`config.mk`:
```
export PLATFORM = sky130hd
export DESIGN_NAME = rxf_top
export DESIGN_NICKNAME = d
export VERILOG_FILES = /design/src/rtl/rxf_pkg.sv /design/src/rtl/rxf_ctrl.sv /design/src/rtl/rxf_store.sv /design/src/rtl/rxf_timer.sv /design/src/rtl/rxf_top.sv
export SDC_FILE = /design/constraint.sdc
export NUM_CORES = 1
export LEC_CHECK = 0
export ABC_AREA = 1
export CAP_MARGIN = 20
export CORE_ASPECT_RATIO = 0.5
export CORE_MARGIN = 8
export CORE_UTILIZATION = 48
export CTS_CLUSTER_SIZE = 20
export DETAILED_ROUTE_END_ITERATION = 8
export PLACE_DENSITY_LB_ADDON = 0.1
export SLEW_MARGIN = 0
export SYNTH_ARGS = -nofsm -noshare
export SYNTH_HDL_FRONTEND = slang
export SYNTH_SLANG_ARGS = --single-unit
```
`constraint.sdc`:
```
create_clock -name clk -period 2.85 [get_ports clk]
set_input_delay 0.4275 -clock clk [delete_from_list [all_inputs] [get_ports clk]]
set_output_delay 0.4275 -clock clk [all_outputs]
set_load 0.005 [all_outputs]
```
`src/rtl/rxf_pkg.sv`:
```
// Package: shared types and helpers for the receive FIFO block.
// Assumes the trigger code is the two top bits of the control register.
package rxf_pkg;

    typedef enum logic [1:0] {
        TRIG_ONE      = 2'b00,
        TRIG_QUARTER  = 2'b01,
        TRIG_HALF     = 2'b10,
        TRIG_NEARFULL = 2'b11
    } trig_sel_e;

    // Bits of the control register that persist after a write.
    localparam logic [7:0] FCR_KEEP_MASK = 8'hC9;

    // Map a trigger code onto a byte threshold.
    function automatic logic [7:0] trig_bytes(input trig_sel_e sel);
        case (sel)
            TRIG_ONE:      trig_bytes = 8'd1;
            TRIG_QUARTER:  trig_bytes = 8'd4;
            TRIG_HALF:     trig_bytes = 8'd8;
            default:       trig_bytes = 8'd14;
        endcase
    endfunction

endpackage

```
`src/rtl/rxf_ctrl.sv`:
```
// Module: FIFO control register.
// Stores the persistent bits, decodes the trigger level and produces
// flush requests. A change of the enable bit forces both flushes.
// The receive flush acts on the same edge as the write; the transmit
// request is a registered one-cycle pulse.
module rxf_ctrl
    import rxf_pkg::*;
#(
    parameter int CNT_W = 5
) (
    input  logic             clk,
    input  logic             rst_n,
    input  logic             fcr_wr,
    input  logic [7:0]       fcr_wdata,
    output logic [7:0]       fcr_q,
    output logic             rx_flush,
    output logic             tx_pulse,
    output logic [CNT_W-1:0] trig_level
);

    logic mode_flip;
    logic tx_flush_d;
    logic [7:0] trig_full;

    // Purpose: detect requests carried by the current write.
    always_comb begin
        mode_flip  = fcr_wr && (fcr_wdata[0] != fcr_q[0]);
        rx_flush   = (fcr_wr && fcr_wdata[1]) || mode_flip;
        tx_flush_d = (fcr_wr && fcr_wdata[2]) || mode_flip;
        trig_full  = trig_bytes(trig_sel_e'(fcr_q[7:6]));
        trig_level = trig_full[CNT_W-1:0];
    end

    // Purpose: hold the persistent control bits.
    always_ff @(posedge clk) begin
        if (!rst_n) begin
            fcr_q <= 8'h00;
        end else if (fcr_wr) begin
            fcr_q <= fcr_wdata & FCR_KEEP_MASK;
        end
    end

    // Purpose: register the one-cycle transmit flush request.
    always_ff @(posedge clk) begin
        if (!rst_n) begin
            tx_pulse <= 1'b0;
        end else begin
            tx_pulse <= tx_flush_d;
        end
    end

endmodule

```
`src/rtl/rxf_store.sv`:
```
// Module: receive byte storage.
// In FIFO mode a circular queue of DEPTH entries; otherwise a single
// holding register. Tracks break and overrun. A flush beats every
// other action on the same edge. Assumes DEPTH is a power of two.
module rxf_store #(
    parameter int DEPTH = 16,
    parameter int DW    = 8
) (
    input  logic                       clk,
    input  logic                       rst_n,
    input  logic                       flush,
    input  logic                       fifo_mode,
    input  logic                       push,
    input  logic                       push_brk,
    input  logic [DW-1:0]              push_data,
    input  logic                       pop,
    output logic [DW-1:0]              head_data,
    output logic [$clog2(DEPTH+1)-1:0] level,
    output logic                       data_ready,
    output logic                       brk_flag,
    output logic                       ovr_flag
);

    localparam int PTR_W = $clog2(DEPTH);
    localparam int CNT_W = $clog2(DEPTH+1);

    logic [DW-1:0]    mem [DEPTH];
    logic [PTR_W-1:0] wr_ptr, rd_ptr;
    logic [DW-1:0]    hold_q;
    logic             hold_v;
    logic             pop_ok, wr_ok, is_full;
    logic [DW-1:0]    in_byte;

    // Purpose: decide which queue operations take effect this cycle.
    always_comb begin
        in_byte = push_brk ? '0 : push_data;
        is_full = (level == CNT_W'(DEPTH));
        pop_ok  = fifo_mode && pop && (level != '0);
        wr_ok   = fifo_mode && (push || push_brk) && (!is_full || pop_ok);
    end

    // Purpose: write accepted bytes into the queue storage.
    always_ff @(posedge clk) begin
        if (wr_ok && !flush) begin
            mem[wr_ptr] <= in_byte;
        end
    end

    // Purpose: pointers, level, holding register and status flags.
    always_ff @(posedge clk) begin
        if (!rst_n || flush) begin
            wr_ptr   <= '0;
            rd_ptr   <= '0;
            level    <= '0;
            hold_q   <= '0;
            hold_v   <= 1'b0;
            brk_flag <= 1'b0;
            ovr_flag <= 1'b0;
        end else if (fifo_mode) begin
            if (wr_ok)  wr_ptr <= wr_ptr + 1'b1;
            if (pop_ok) rd_ptr <= rd_ptr + 1'b1;
            level <= level + CNT_W'(wr_ok) - CNT_W'(pop_ok);
            if ((push || push_brk) && !wr_ok) ovr_flag <= 1'b1;
            if (push_brk) begin
                brk_flag <= 1'b1;
            end else if (pop_ok && level == CNT_W'(1) && !wr_ok) begin
                brk_flag <= 1'b0;
            end
        end else begin
            if (push || push_brk) begin
                hold_q   <= in_byte;
                hold_v   <= 1'b1;
                brk_flag <= push_brk || (brk_flag && !pop);
                if (hold_v && !pop) ovr_flag <= 1'b1;
            end else if (pop) begin
                hold_v   <= 1'b0;
                brk_flag <= 1'b0;
            end
        end
    end

    // Purpose: present the byte a read would return, and data-ready.
    always_comb begin
        if (fifo_mode) begin
            head_data  = (level == '0) ? '0 : mem[rd_ptr];
            data_ready = (level != '0);
        end else begin
            head_data  = hold_q;
            data_ready = hold_v;
        end
    end

endmodule

```
`src/rtl/rxf_timer.sv`:
```
// Module: character length and receive timeout.
// Character length is start + data + parity + stop bits times
// TICKS_PER_BIT. The timeout window is TIMEOUT_CHARS characters of
// baud ticks, restarted by each byte and by a read that leaves data.
// Inactive outside FIFO mode.
module rxf_timer #(
    parameter int TICKS_PER_BIT = 16,
    parameter int TIMEOUT_CHARS = 4
) (
    input  logic                                       clk,
    input  logic                                       rst_n,
    input  logic                                       flush,
    input  logic                                       fifo_mode,
    input  logic                                       baud_tick,
    input  logic [3:0]                                 frame_fmt,
    input  logic                                       push_evt,
    input  logic                                       pop_evt,
    input  logic                                       remain,
    input  logic                                       has_data,
    output logic [$clog2(TICKS_PER_BIT*13)-1:0]        char_ticks,
    output logic                                       pend
);

    localparam int CH_W  = $clog2(TICKS_PER_BIT*13);
    localparam int TMR_W = $clog2(TICKS_PER_BIT*13*TIMEOUT_CHARS);

    logic [3:0]       char_bits;
    logic [TMR_W-1:0] limit;
    logic [TMR_W-1:0] cnt;
    logic             armed;

    // Purpose: derive the frame length and the timeout window.
    always_comb begin
        char_bits  = 4'd6 + {2'b00, frame_fmt[1:0]} + {3'b000, frame_fmt[3]}
                   + (frame_fmt[2] ? 4'd2 : 4'd1);
        char_ticks = CH_W'(char_bits) * CH_W'(TICKS_PER_BIT);
        limit      = TMR_W'(char_ticks) * TMR_W'(TIMEOUT_CHARS);
    end

    // Purpose: run the timeout window and set the pending flag.
    always_ff @(posedge clk) begin
        if (!rst_n || flush || !fifo_mode) begin
            cnt   <= '0;
            armed <= 1'b0;
            pend  <= 1'b0;
        end else begin
            if (pop_evt) pend <= 1'b0;
            if (push_evt || (pop_evt && remain)) begin
                cnt   <= '0;
                armed <= 1'b1;
            end else if (pop_evt) begin
                armed <= 1'b0;
            end else if (armed && baud_tick) begin
                if (cnt == limit - 1'b1) begin
                    armed <= 1'b0;
                    pend  <= has_data;
                end else begin
                    cnt <= cnt + 1'b1;
                end
            end
        end
    end

endmodule

```
`src/rtl/rxf_top.sv`:
```
// Module: receive FIFO with control register and character timeout.
// Joins the control register, the byte store and the timeout timer.
// Assumes a receiver delivers at most one byte or break per cycle.
module rxf_top #(
    parameter int DEPTH         = 16,
    parameter int TICKS_PER_BIT = 16,
    parameter int TIMEOUT_CHARS = 4
) (
    input  logic       clk,
    input  logic       rst_n,
    input  logic       baud_tick,
    input  logic [3:0] frame_fmt,
    input  logic       fcr_wr,
    input  logic [7:0] fcr_wdata,
    input  logic       rx_push,
    input  logic [7:0] rx_byte,
    input  logic       rx_break,
    input  logic       rd_pop,
    output logic [7:0] rd_data,
    output logic       fifo_on,
    output logic [7:0] fcr_value,
    output logic [4:0] fill_level,
    output logic       data_ready,
    output logic       break_seen,
    output logic       trig_hit,
    output logic       timeout_pend,
    output logic       overrun,
    output logic       tx_fifo_clr,
    output logic [7:0] char_ticks
);

    localparam int CNT_W = $clog2(DEPTH+1);
    localparam int CH_W  = $clog2(TICKS_PER_BIT*13);

    logic             rx_flush;
    logic [CNT_W-1:0] trig_level;
    logic [CNT_W-1:0] level;
    logic [CH_W-1:0]  ch_ticks;
    logic             dr_int;
    logic             pop_evt, push_evt, remain;

    rxf_ctrl #(.CNT_W(CNT_W)) u_ctrl (
        .clk        (clk),
        .rst_n      (rst_n),
        .fcr_wr     (fcr_wr),
        .fcr_wdata  (fcr_wdata),
        .fcr_q      (fcr_value),
        .rx_flush   (rx_flush),
        .tx_pulse   (tx_fifo_clr),
        .trig_level (trig_level)
    );

    rxf_store #(.DEPTH(DEPTH), .DW(8)) u_store (
        .clk        (clk),
        .rst_n      (rst_n),
        .flush      (rx_flush),
        .fifo_mode  (fifo_on),
        .push       (rx_push),
        .push_brk   (rx_break),
        .push_data  (rx_byte),
        .pop        (rd_pop),
        .head_data  (rd_data),
        .level      (level),
        .data_ready (dr_int),
        .brk_flag   (break_seen),
        .ovr_flag   (overrun)
    );

    // Purpose: events seen by the timeout timer.
    always_comb begin
        fifo_on    = fcr_value[0];
        push_evt   = rx_push || rx_break;
        pop_evt    = rd_pop && (level != '0);
        remain     = (level > CNT_W'(1)) || push_evt;
        data_ready = dr_int;
        trig_hit   = fifo_on ? (level >= trig_level) : dr_int;
        fill_level = 5'(level);
        char_ticks = 8'(ch_ticks);
    end

    rxf_timer #(.TICKS_PER_BIT(TICKS_PER_BIT), .TIMEOUT_CHARS(TIMEOUT_CHARS)) u_timer (
        .clk        (clk),
        .rst_n      (rst_n),
        .flush      (rx_flush),
        .fifo_mode  (fifo_on),
        .baud_tick  (baud_tick),
        .frame_fmt  (frame_fmt),
        .push_evt   (push_evt),
        .pop_evt    (pop_evt),
        .remain     (remain),
        .has_data   (level != '0),
        .char_ticks (ch_ticks),
        .pend       (timeout_pend)
    );

endmodule

```
-- Word-level counts from Yosys, hierarchy flattened
Memory sizes are Yosys's and may differ from the RTL's. A register that Yosys moved wholly into a read port is not among the register bits.
Cells that the tools add are included.
Widths: inputs -> output; s select.
- output and inout bits: 36
- memories kept: 1
- logic and storage cells: 114
- latch bits: 0
- bits in registers: 41
- RAM bits: 128
- bits in read-only memories: 0
- div/mod/pow operators: 0
- multiply operators: 0
- magnitude comparators: 2
- shift operators: 0
- bitwise operators: 3
- mux-type cells: 30
- reductions and logical operators: 49
- equality and inequality tests: 8
- add/sub/neg operators: 9
- memories (name ; depth ; bits a word ; rd ports ; clocked after Yosys merged registers in ; write ports ; RTL line ; text):
    u_store.mem ; 16 ; 8 ; 1 ; 1 ; 1 ; rxf_store.sv:27 ; logic [DW-1:0] mem [DEPTH];
- operators by type and width (operator ; number):
    $mux 8 ; 3
    $mux 1 ; 23
    $logic_and 1x1->1 ; 16
    $pmux 4 s3 ; 1
    $reduce_and 2->1 ; 6
    $add 10x1->10 const B ; 1
    $eq 10x10->1 ; 1
    $sub 10x1->10 const B ; 1
    $logic_or 1x1->1 ; 9
    $reduce_bool 3->1 ; 3
    $add 4x1->4 const B ; 2
    $mux 4 ; 2
    $logic_not 1->1 ; 6
    $reduce_and 3->1 ; 2
    $reduce_bool 2->1 ; 3
    $add 5x1->5 ; 1
    $eq 5x1->1 const B ; 1
    $eq 5x5->1 const B ; 1
    $ge 5x5->1 ; 1
    $gt 5x1->1 const B ; 1
    $logic_not 5->1 ; 1
    $reduce_bool 5->1 ; 1
    $sub 5x1->5 ; 1
    $add 3x2->4 const A ; 1
    other kinds (11) ; 13

-- Depth between registers and ports, before layout
Gate-level depths: netlist of the first run.
- depth after elaboration: 9
- gate-level depth with buffers: 18
- mapped depth without buffers: 18

-- By module
From an unflattened synthesis of the first run, not the netlist that was laid out.
- cell total of the unflattened synthesis: 979
- area total of the unflattened synthesis: 8562.0 µm²
- by module, submodules not included (module ; area an instance (µm²) ; instances ; cells an instance):
    rxf_store ; 7159.4 ; 1 ; 758
    rxf_timer ; 914.6 ; 1 ; 137
    rxf_ctrl ; 285.3 ; 1 ; 43
    rxf_top ; 202.7 ; 1 ; 41

-- Worst setup path before layout of the first run
No wires, ideal clock.
- path kind: reg2reg
- start: register u_store.level[3]
- end: register u_store.level[4]
- required time: 2722 ps
- clock period less this slack: 2672 ps
- cell stages (with the launch flop): 19
- setup slack: 178 ps
- arrival: 2544 ps
- cell sequence: dfxtp_1 inv_1 ha_1 nand2_1 nor2_2 nand2_1 nand2_1 inv_2 nand2_1 inv_1 ha_1 inv_1 ha_1 fa_1 a21oi_1 nor2_1 nor2_1 xnor2_1 a21oi_1
- word-level cells in the longest chain between the ends: 6
- elaborated cells on any way between the ends: 8
- classes of those cells: add/sub: 2; eq/ne: 1; reduce/logical: 5
- ends and longest elaborated chain (item ; RTL line ; text):
    from (decl) ; rxf_store.sv:18 ; output logic [$clog2(DEPTH+1)-1:0] level,
    from (signal assigned) ; rxf_store.sv:62 ; level <= level + CNT_W'(wr_ok) - CNT_W'(pop_ok);
    $eq 5x5->1 / $reduce_bool 5->1 (equally long branches) ; rxf_store.sv:37, rxf_store.sv:38 ;
    $logic_not 1->1 / $logic_and 1x1->1 (equally long branches) ; rxf_store.sv:39, rxf_store.sv:38 ;
    $logic_or 1x1->1 ; rxf_store.sv:39 ; wr_ok = fifo_mode && (push || push_brk) && (!is_full || pop_ok);
    $logic_and 1x1->1 ; rxf_store.sv:39 ;
    $add 5x1->5 ; rxf_store.sv:62 ;
    $sub 5x1->5 * ; rxf_store.sv:62 ;
Mark *: on every way between the ends. The rest lies on a longest branch, timed or not.
A chain may end at the register's enable or synchronous reset.

==> results of run 1 <==
## logic make-up (layout without fill, tap and decap cells)
logic type	count (synthesis)	after routing	synth area share, %
other	1	8	0.04630
DFF	173	173	58.58
and+or+nand+nor	285	285	15.05
adders and majority gates	25	25	4.048
AOI/OAI and AO/OA	169	169	11.68
buffers and inverters	171	272	8.883
xor gates and xnor gates	15	15	1.715
## power breakdown
| part | switching [uW] | internal [uW] |
|---|---|---|
| Clock | 1120 | 1180 |
| Combinational | 253 | 200 |
| Sequential | 17.3 | 2720 |
| Total | 1390 | 4100 |
## path summary, 6_finish.rpt
path | endpoint | slack (ps) | depth (start not counted)
max reg2reg | u_store.level[4]$_SDFFE_PP0P_ | 170 | 18
min | u_store.hold_q[7]$_SDFFE_PP0P_ | 460 | 2
max | rd_data[2] | 100 | 8
min reg2reg | u_store.hold_q[7]$_SDFFE_PP0P_ | 460 | 2
## sequential cells by signal (all words and copies together) (netlist names), named ones only
signal,cells
u_ctrl.fcr_q,4
u_ctrl.tx_pulse,1
u_store.brk_flag,1
u_store.hold_q,8
u_store.hold_v,1
u_store.level,5
u_store.mem,128
u_store.ovr_flag,1
u_store.rd_ptr,4
u_store.wr_ptr,4
u_timer.armed,1
u_timer.cnt,10
u_timer.pend,1
## synth_stat cells (2+ instances only)
library cell  instances
nand2_1             149
edfxtp_1            128
inv_1               126
a21oi_1              69
o21ai_0              63
nor2_1               58
nand3_1              55
dfxtp_1              45
o211ai_1             27
ha_1                 23
buf_2                18
buf_4                10
clkbuf_1             10
xor2_1               10
nor3_1                6
a21oi_2               5
nand4_1               4
nor2_2                4
xnor2_1               4
buf_6                 2
fa_1                  2
inv_2                 2
nand2_2               2
nand3b_1              2
nor2_4                2
## layer usage
metal  track usage, %  share of wire [%]
met5                0                  0
met4            5.431                1.1
met3            2.933                6.2
met2            28.84                 45
met1            25.14                 48
## metrics by stage
| stage | power, uW | TNS [ps] | hold slack [ps] | std cells |
|---|---|---|---|---|
| final | 5496 | 0 | 460.9 | 1174 |
| after global routing | 5677 | -87.15 | 490.6 | 1174 |
| after CTS | 5532 | 0 | 463.9 | 1173 |
| after detailed placement | 3241 | -886.5 | 452.6 | 1136 |
| after global placement | 3233 | -312.6 | 447.8 | 1136 |
| after floorplan | 3039 | 0 | 440.3 | 846 |
## critical path, cell delays in order (launching register included)
cell	delay, ps
dfxtp_4	480
buf_12	220
o211ai_1	120
nand3_1	130
nand3_1	160
o21ai_2	120
nand2_1	70
nand2_1	70
clkdlybuf4s50_1	510
## area by class of cell
type	instances	area [sq um]	share of cell area [%]
well taps	227	284.0	2.885
clock inverters	15	172.7	1.754
inverters	130	490.5	4.982
repair buffers	110	1013	10.29
clock buffers	17	425.4	4.321
flip-flops and latches	173	4753	48.28
multi-input cells	502	2705	27.48
## timing repair
item                                    in CTS  in global routing
endpoints found under the setup margin       9                 12
pin swaps                                    0                  6
buffers inserted                             5                  1
resized for setup                            4                 30
==> reports/qor.tcl, run 1 <==
set qor(syn-cell-area_sq_um) 8099
set qor(num_vias) 5939
set qor(grt_antenna_before_repair) 0
set qor(routabilityCongestion) 0.8512
set qor(crit_path_start_kind) {flip-flop}
set qor(post-route-worst-setup-slack_ps) 99.19
set qor(grt_remaining_overflow) 0
set qor(postSynthRegisterBits) 173
set qor(cts_tree) {built}
set qor(synthesis.area_per_instance_sq_um) 9.653
set qor(cts_root_buf) {clkbuf_16}
set qor(total_leakage_power_uw) 0.003944
set qor(async_set_or_reset_flop_fraction_in_the_synthesized_netlist_pct) 0
set qor(fillerInstances) 1406
set qor(crit_required_ps) 2420
set qor(worst_slew_pin_slew_ps) 604.6
set qor(ys.warnings.count) 0
set qor(yosys_most_used_dff) {edfxtp_1}
set qor(num_antenna_cells) 0
set qor(final.setup_skew_ps) 13.09
set qor(area_overhead_of_the_layout_relative_to_synthesis_pct) 21.55
set qor(cts_num_sinks) 173
set qor(io_buffer_count) 52
set qor(synth_cell_types) 38
set qor(ratio_of_cells_with_drive_above_1_in_the_final_layout_pct) 13.41
set qor(worstReg2RegStart) {u_store.level[2]$_SDFFE_PP0P_}
set qor(path_clk_slew_ps) 70
set qor(slew_limit_fails) 0
set qor(hold_path_startpoint) {u_store.hold_q[7]$_SDFFE_PP0P_}
set qor(unrepaired_setup_endpoints_after_global_routing) {true}
set qor(dr.first_iter.drc_count) 435
set qor(worstHoldPathType) {flip-flop to flip-flop}
set qor(io_pins) 63
set qor(number_of_global_route_vias_before_repair) 5766
set qor(first_pass_grt_wire_length_mm) 30.27
set qor(peak_supply_drop_mv) 0.3026
set qor(setup_viol) 0
set qor(grt_start_max_net_pins) 37
set qor(final_hold_viol_count) 0
set qor(drcViolationCount) 0
set qor(synth_top_area_share_pct) 47.46
set qor(most_frequent_cells_in_the_layout) {nand2_1 (147), edfxtp_1 (128), inv_1 (123)}
set qor(min_period_over_period_pct) 96.52
set qor(clock_tree.buffer_depth) 2
set qor(global_route.usage.total_pct) 18.09
set qor(run_status) {complete, no violations}
set qor(detailed_route_vias_per_instance) 5.059
set qor(cts-buffers-inserted) 17
set qor(floorplan.die.width_um) 199.7
set qor(crit_path_max_fanout) 36
set qor(detail_route.first_pass.iterations) 5
set qor(total_number_of_h_tree_levels) 4
set qor(fmaxAchievable_mhz) 363.5
set qor(biggest_area_contributors_in_the_synthesized_netlist) {edfxtp_1 (47%), dfxtp_1 (11%), nand2_1 (6.9%), inv_1 (5.8%), a21oi_1 (4.3%)}
set qor(dp_worst_setup_slack_ps) -102.5
set qor(synth_seq_area_share_pct) 58.58
set qor(rows) 33
set qor(cap_viol_max_count) 0
set qor(final_core_util_pct) 59.91
set qor(core_area_sq_um) 16430
set qor(place_hpwl_mm) 12.65
set qor(path_class) {flip-flop to output pin}
set qor(finish.net_count) 986
set qor(routed_wirelength_mm) 18.89
set qor(cts.hold.buffers_added) 0
set qor(synth-edff-count) 128
set qor(place_area_sq_um) 9134
set qor(dieArea_sq_um) 21540
set qor(worst_skew_pair.late_latency_ps) 420
set qor(die_h_um) 107.9
set qor(floorplan.initialDensity_pct) 49.28
set qor(postRouteAntennaNets) 0
set qor(synthCells) 839
set qor(layout_min_cycle_time_ps) 2751
set qor(worstSetupEndpointType) {output pin}
set qor(slew_headroom_pct) 59.65
set qor(yosysTopAreaCell) {edfxtp_1}
set qor(cellPowerDensity_nw_per_um2) 558.3
set qor(layout_commonest_cell) {nand2_1}
set qor(crit_arrival_ps) 2320
set qor(postLayoutCellArea_sq_um) 9844
set qor(routed_wire_length_per_instance_um) 16.09
Power figures use the tool's default switching activity.
==> inputs of run 2 (changes only) <==
Settings changed: MAX_ROUTING_LAYER set to met4.
==> reports/qor.tcl, run 2 (same netlist as run 1, synthesis figures left out) <==
set qor(floorplan.initialDensity_pct) 49.28 ;# unchanged
set qor(num_vias) 5926 ;# -0.22%
set qor(total_leakage_power_uw) 0.003945 ;# about the same
set qor(path_class) {flip-flop to output pin}
set qor(worstSetupEndpointType) {output pin}
set qor(regArea_sq_um) 4753 ;# unchanged
set qor(drcViolationCount) 0 ;# unchanged
set qor(finish.net_count) 986 ;# unchanged
set qor(worst_skew_pair.late_latency_ps) 430 ;# about the same
set qor(worstHoldPathType) {flip-flop to flip-flop}
set qor(min_period_over_period_pct) 96.72 ;# +0.20 points
set qor(final.setup_skew_ps) 12.14 ;# -0.9438 ps
set qor(place_area_sq_um) 9134 ;# unchanged
set qor(cp_top_family) {buffers and inverters}
set qor(number_of_global_route_vias_before_repair) 5769 ;# +0.052%
set qor(io_buffer_count) 52 ;# unchanged
set qor(setup.reg_to_reg.worst_slack_ps) 170 ;# about the same
set qor(multi_input_area_sq_um) 2710 ;# +0.19%
set qor(core_area_sq_um) 16430 ;# unchanged
set qor(area_overhead_of_the_layout_relative_to_synthesis_pct) 21.61 ;# about the same
set qor(layout_commonest_cell) {nand2_1}
set qor(reg.largest.list) {u_store.mem x128, u_timer.cnt x10, u_store.hold_q x8}
set qor(timing.critical_path.slowest_cell_delay_ps) 510 ;# about the same
set qor(cts-buffers-inserted) 17 ;# unchanged
set qor(slew_headroom_pct) 60.39 ;# +0.74 points
set qor(unrepaired_setup_endpoints_after_global_routing) {true}
set qor(layout_min_cycle_time_ps) 2756 ;# +5.650 ps
set qor(postRouteAntennaNets) 0 ;# unchanged
set qor(io_pins) 63 ;# unchanged
set qor(cts_root_buf) {clkbuf_16}
set qor(ratio_of_cells_with_drive_above_1_in_the_final_layout_pct) 13.52 ;# +0.11 points
set qor(setup_viol) 0 ;# unchanged
set qor(cts_tree) {built}
set qor(path_buf_inv) 2 ;# unchanged
set qor(most_frequent_cells_in_the_layout) {nand2_1 (147), edfxtp_1 (128), inv_1 (123)}
set qor(crit_path_max_fanout) 36 ;# unchanged
set qor(detail_route.first_pass.iterations) 5 ;# unchanged
set qor(cap_viol_max_count) 0 ;# unchanged
set qor(worst_slew_pin_slew_ps) 593.5 ;# -11.13 ps
set qor(r2r_end) {u_store.level[4]$_SDFFE_PP0P_}
set qor(cp_num_cells) 8 ;# unchanged
set qor(path_clk_slew_ps) 70 ;# about the same
set qor(clock_tree.buffer_depth) 2 ;# unchanged
set qor(worstReg2RegStart) {u_store.level[2]$_SDFFE_PP0P_}
set qor(path_cells) {buf_12 > o211ai_1 > nand3_1 > nand3_1 > o21ai_2 > nand2_1 > nand2_1 > clkdlybuf4s50_1}
set qor(grt_antenna_before_repair) 0 ;# unchanged
set qor(cellPowerDensity_nw_per_um2) 558.6 ;# about the same
set qor(max_flop_register) {u_store.mem}
set qor(slew_limit_fails) 0 ;# unchanged
set qor(final_hold_viol_count) 0 ;# unchanged
set qor(crit_arrival_ps) 2330 ;# about the same
set qor(dieArea_sq_um) 21540 ;# unchanged
set qor(total_number_of_h_tree_levels) 4 ;# unchanged
set qor(peak_supply_drop_mv) 0.3020 ;# -0.22%
set qor(critical_path.slowest_cell) {clkdlybuf4s50_1}
set qor(floorplan.die.width_um) 199.7 ;# unchanged
set qor(detailed_route_vias_per_instance) 5.048 ;# -0.22%
set qor(dr.first_iter.drc_count) 430 ;# -1.1%
set qor(crit_path_start_kind) {flip-flop}
set qor(fmaxAchievable_mhz) 362.8 ;# -0.20%
set qor(grt_start_max_net_pins) 37 ;# unchanged
set qor(grt_remaining_overflow) 0 ;# unchanged
set qor(reg2reg_depth) 18 ;# unchanged
set qor(place_hpwl_mm) 12.65 ;# unchanged
set qor(final_core_util_pct) 59.94 ;# about the same
set qor(crit_required_ps) 2420 ;# about the same
set qor(die_h_um) 107.9 ;# unchanged
set qor(run_status) {complete, no violations}
set qor(num_antenna_cells) 0 ;# unchanged
set qor(cts_num_sinks) 173 ;# unchanged
set qor(rows) 33 ;# unchanged
set qor(routed_wirelength_mm) 18.89 ;# about the same
set qor(largest_reg_flops) 128 ;# unchanged
set qor(routabilityCongestion) 0.8646 ;# +1.6%
set qor(fillerInstances) 1405 ;# -0.071%
set qor(first_pass_grt_wire_length_mm) 30.24 ;# about the same
set qor(routed_wire_length_per_instance_um) 16.09 ;# about the same
set qor(global_route.usage.total_pct) 18.66 ;# +0.58 points
set qor(postLayoutCellArea_sq_um) 9849 ;# about the same
set qor(crit_path_end) {rd_data[2]}
-- run 2: cell count changes in the layout (fill, tap and decap cells not counted) --
cell,before,now
nand3_1,52,51
nand3_2,4,5
-- run 2: worst min-delay path, stage by stage (launching register included) --
cell     delay (ps)
dfxtp_1         310
nand2_1          60
a21oi_1          50
-- run 2: cell type report --
type                    count  area share, %
repair buffers            110          10.29
clock inverters            15          1.753
flip-flops and latches    173          48.26
inverters                 130          4.980
multi-input cells         502          27.52
well taps                 227          2.884
clock buffers              17          4.319
-- run 2: stage by stage --
step                      cells  total power, uW  TNS, ps  hold slack [ps]  setup WS [ps]
final                      1174             5502        0            465.6          93.54
after global routing       1174             5678   -84.86            490.6         -84.86
after CTS                  1173             5532        0            463.9          7.749
after detailed placement   1136             3241   -886.5            452.6         -102.5
after global placement     1136             3233   -312.6            447.8         -57.52
after floorplan             846             3039        0            440.3          178.1
-- run 2: power by group --
group	internal [uW]	switching, uW	leakage (uW)
clock	1180	1130	0.000292
combinational	201	253	0.00212
sequential	2720	17.3	0.00154
total	4100	1400	0.00394
-- run 2: what timing repair did --
item	in CTS	in global routing
setup buffers	5	1
endpoints found under the hold margin	0	0
endpoints found under the setup margin	9	12
resized for setup	4	31
pin swaps	0	6
hold buffers	0	0
-- run 2: worst min path at each step --
stage / start / end / slack [ps] / cells past startpoint
after CTS: u_store.hold_q[0]$_SDFFE_PP0P_ / u_store.hold_q[0]$_SDFFE_PP0P_ / 460 / 2
after detailed placement: u_store.hold_q[0]$_SDFFE_PP0P_ / u_store.hold_q[0]$_SDFFE_PP0P_ / 450 / 2
after global placement: u_store.hold_q[7]$_SDFFE_PP0P_ / u_store.hold_q[7]$_SDFFE_PP0P_ / 450 / 2
after global routing: u_store.hold_q[5]$_SDFFE_PP0P_ / u_store.hold_q[5]$_SDFFE_PP0P_ / 490 / 2
after floorplan: u_store.hold_q[0]$_SDFFE_PP0P_ / u_store.hold_q[0]$_SDFFE_PP0P_ / 440 / 2
final: u_store.hold_q[7]$_SDFFE_PP0P_ / u_store.hold_q[7]$_SDFFE_PP0P_ / 470 / 2
-- run 2: routing by layer --
metal	routed length, um	vias up	track usage, %
li1	-	2988	-
met4	166	0	5.170
met2	8532	167	28.93
met5	0	-	-
met3	1076	10	3.058
met1	9118	2761	25.18
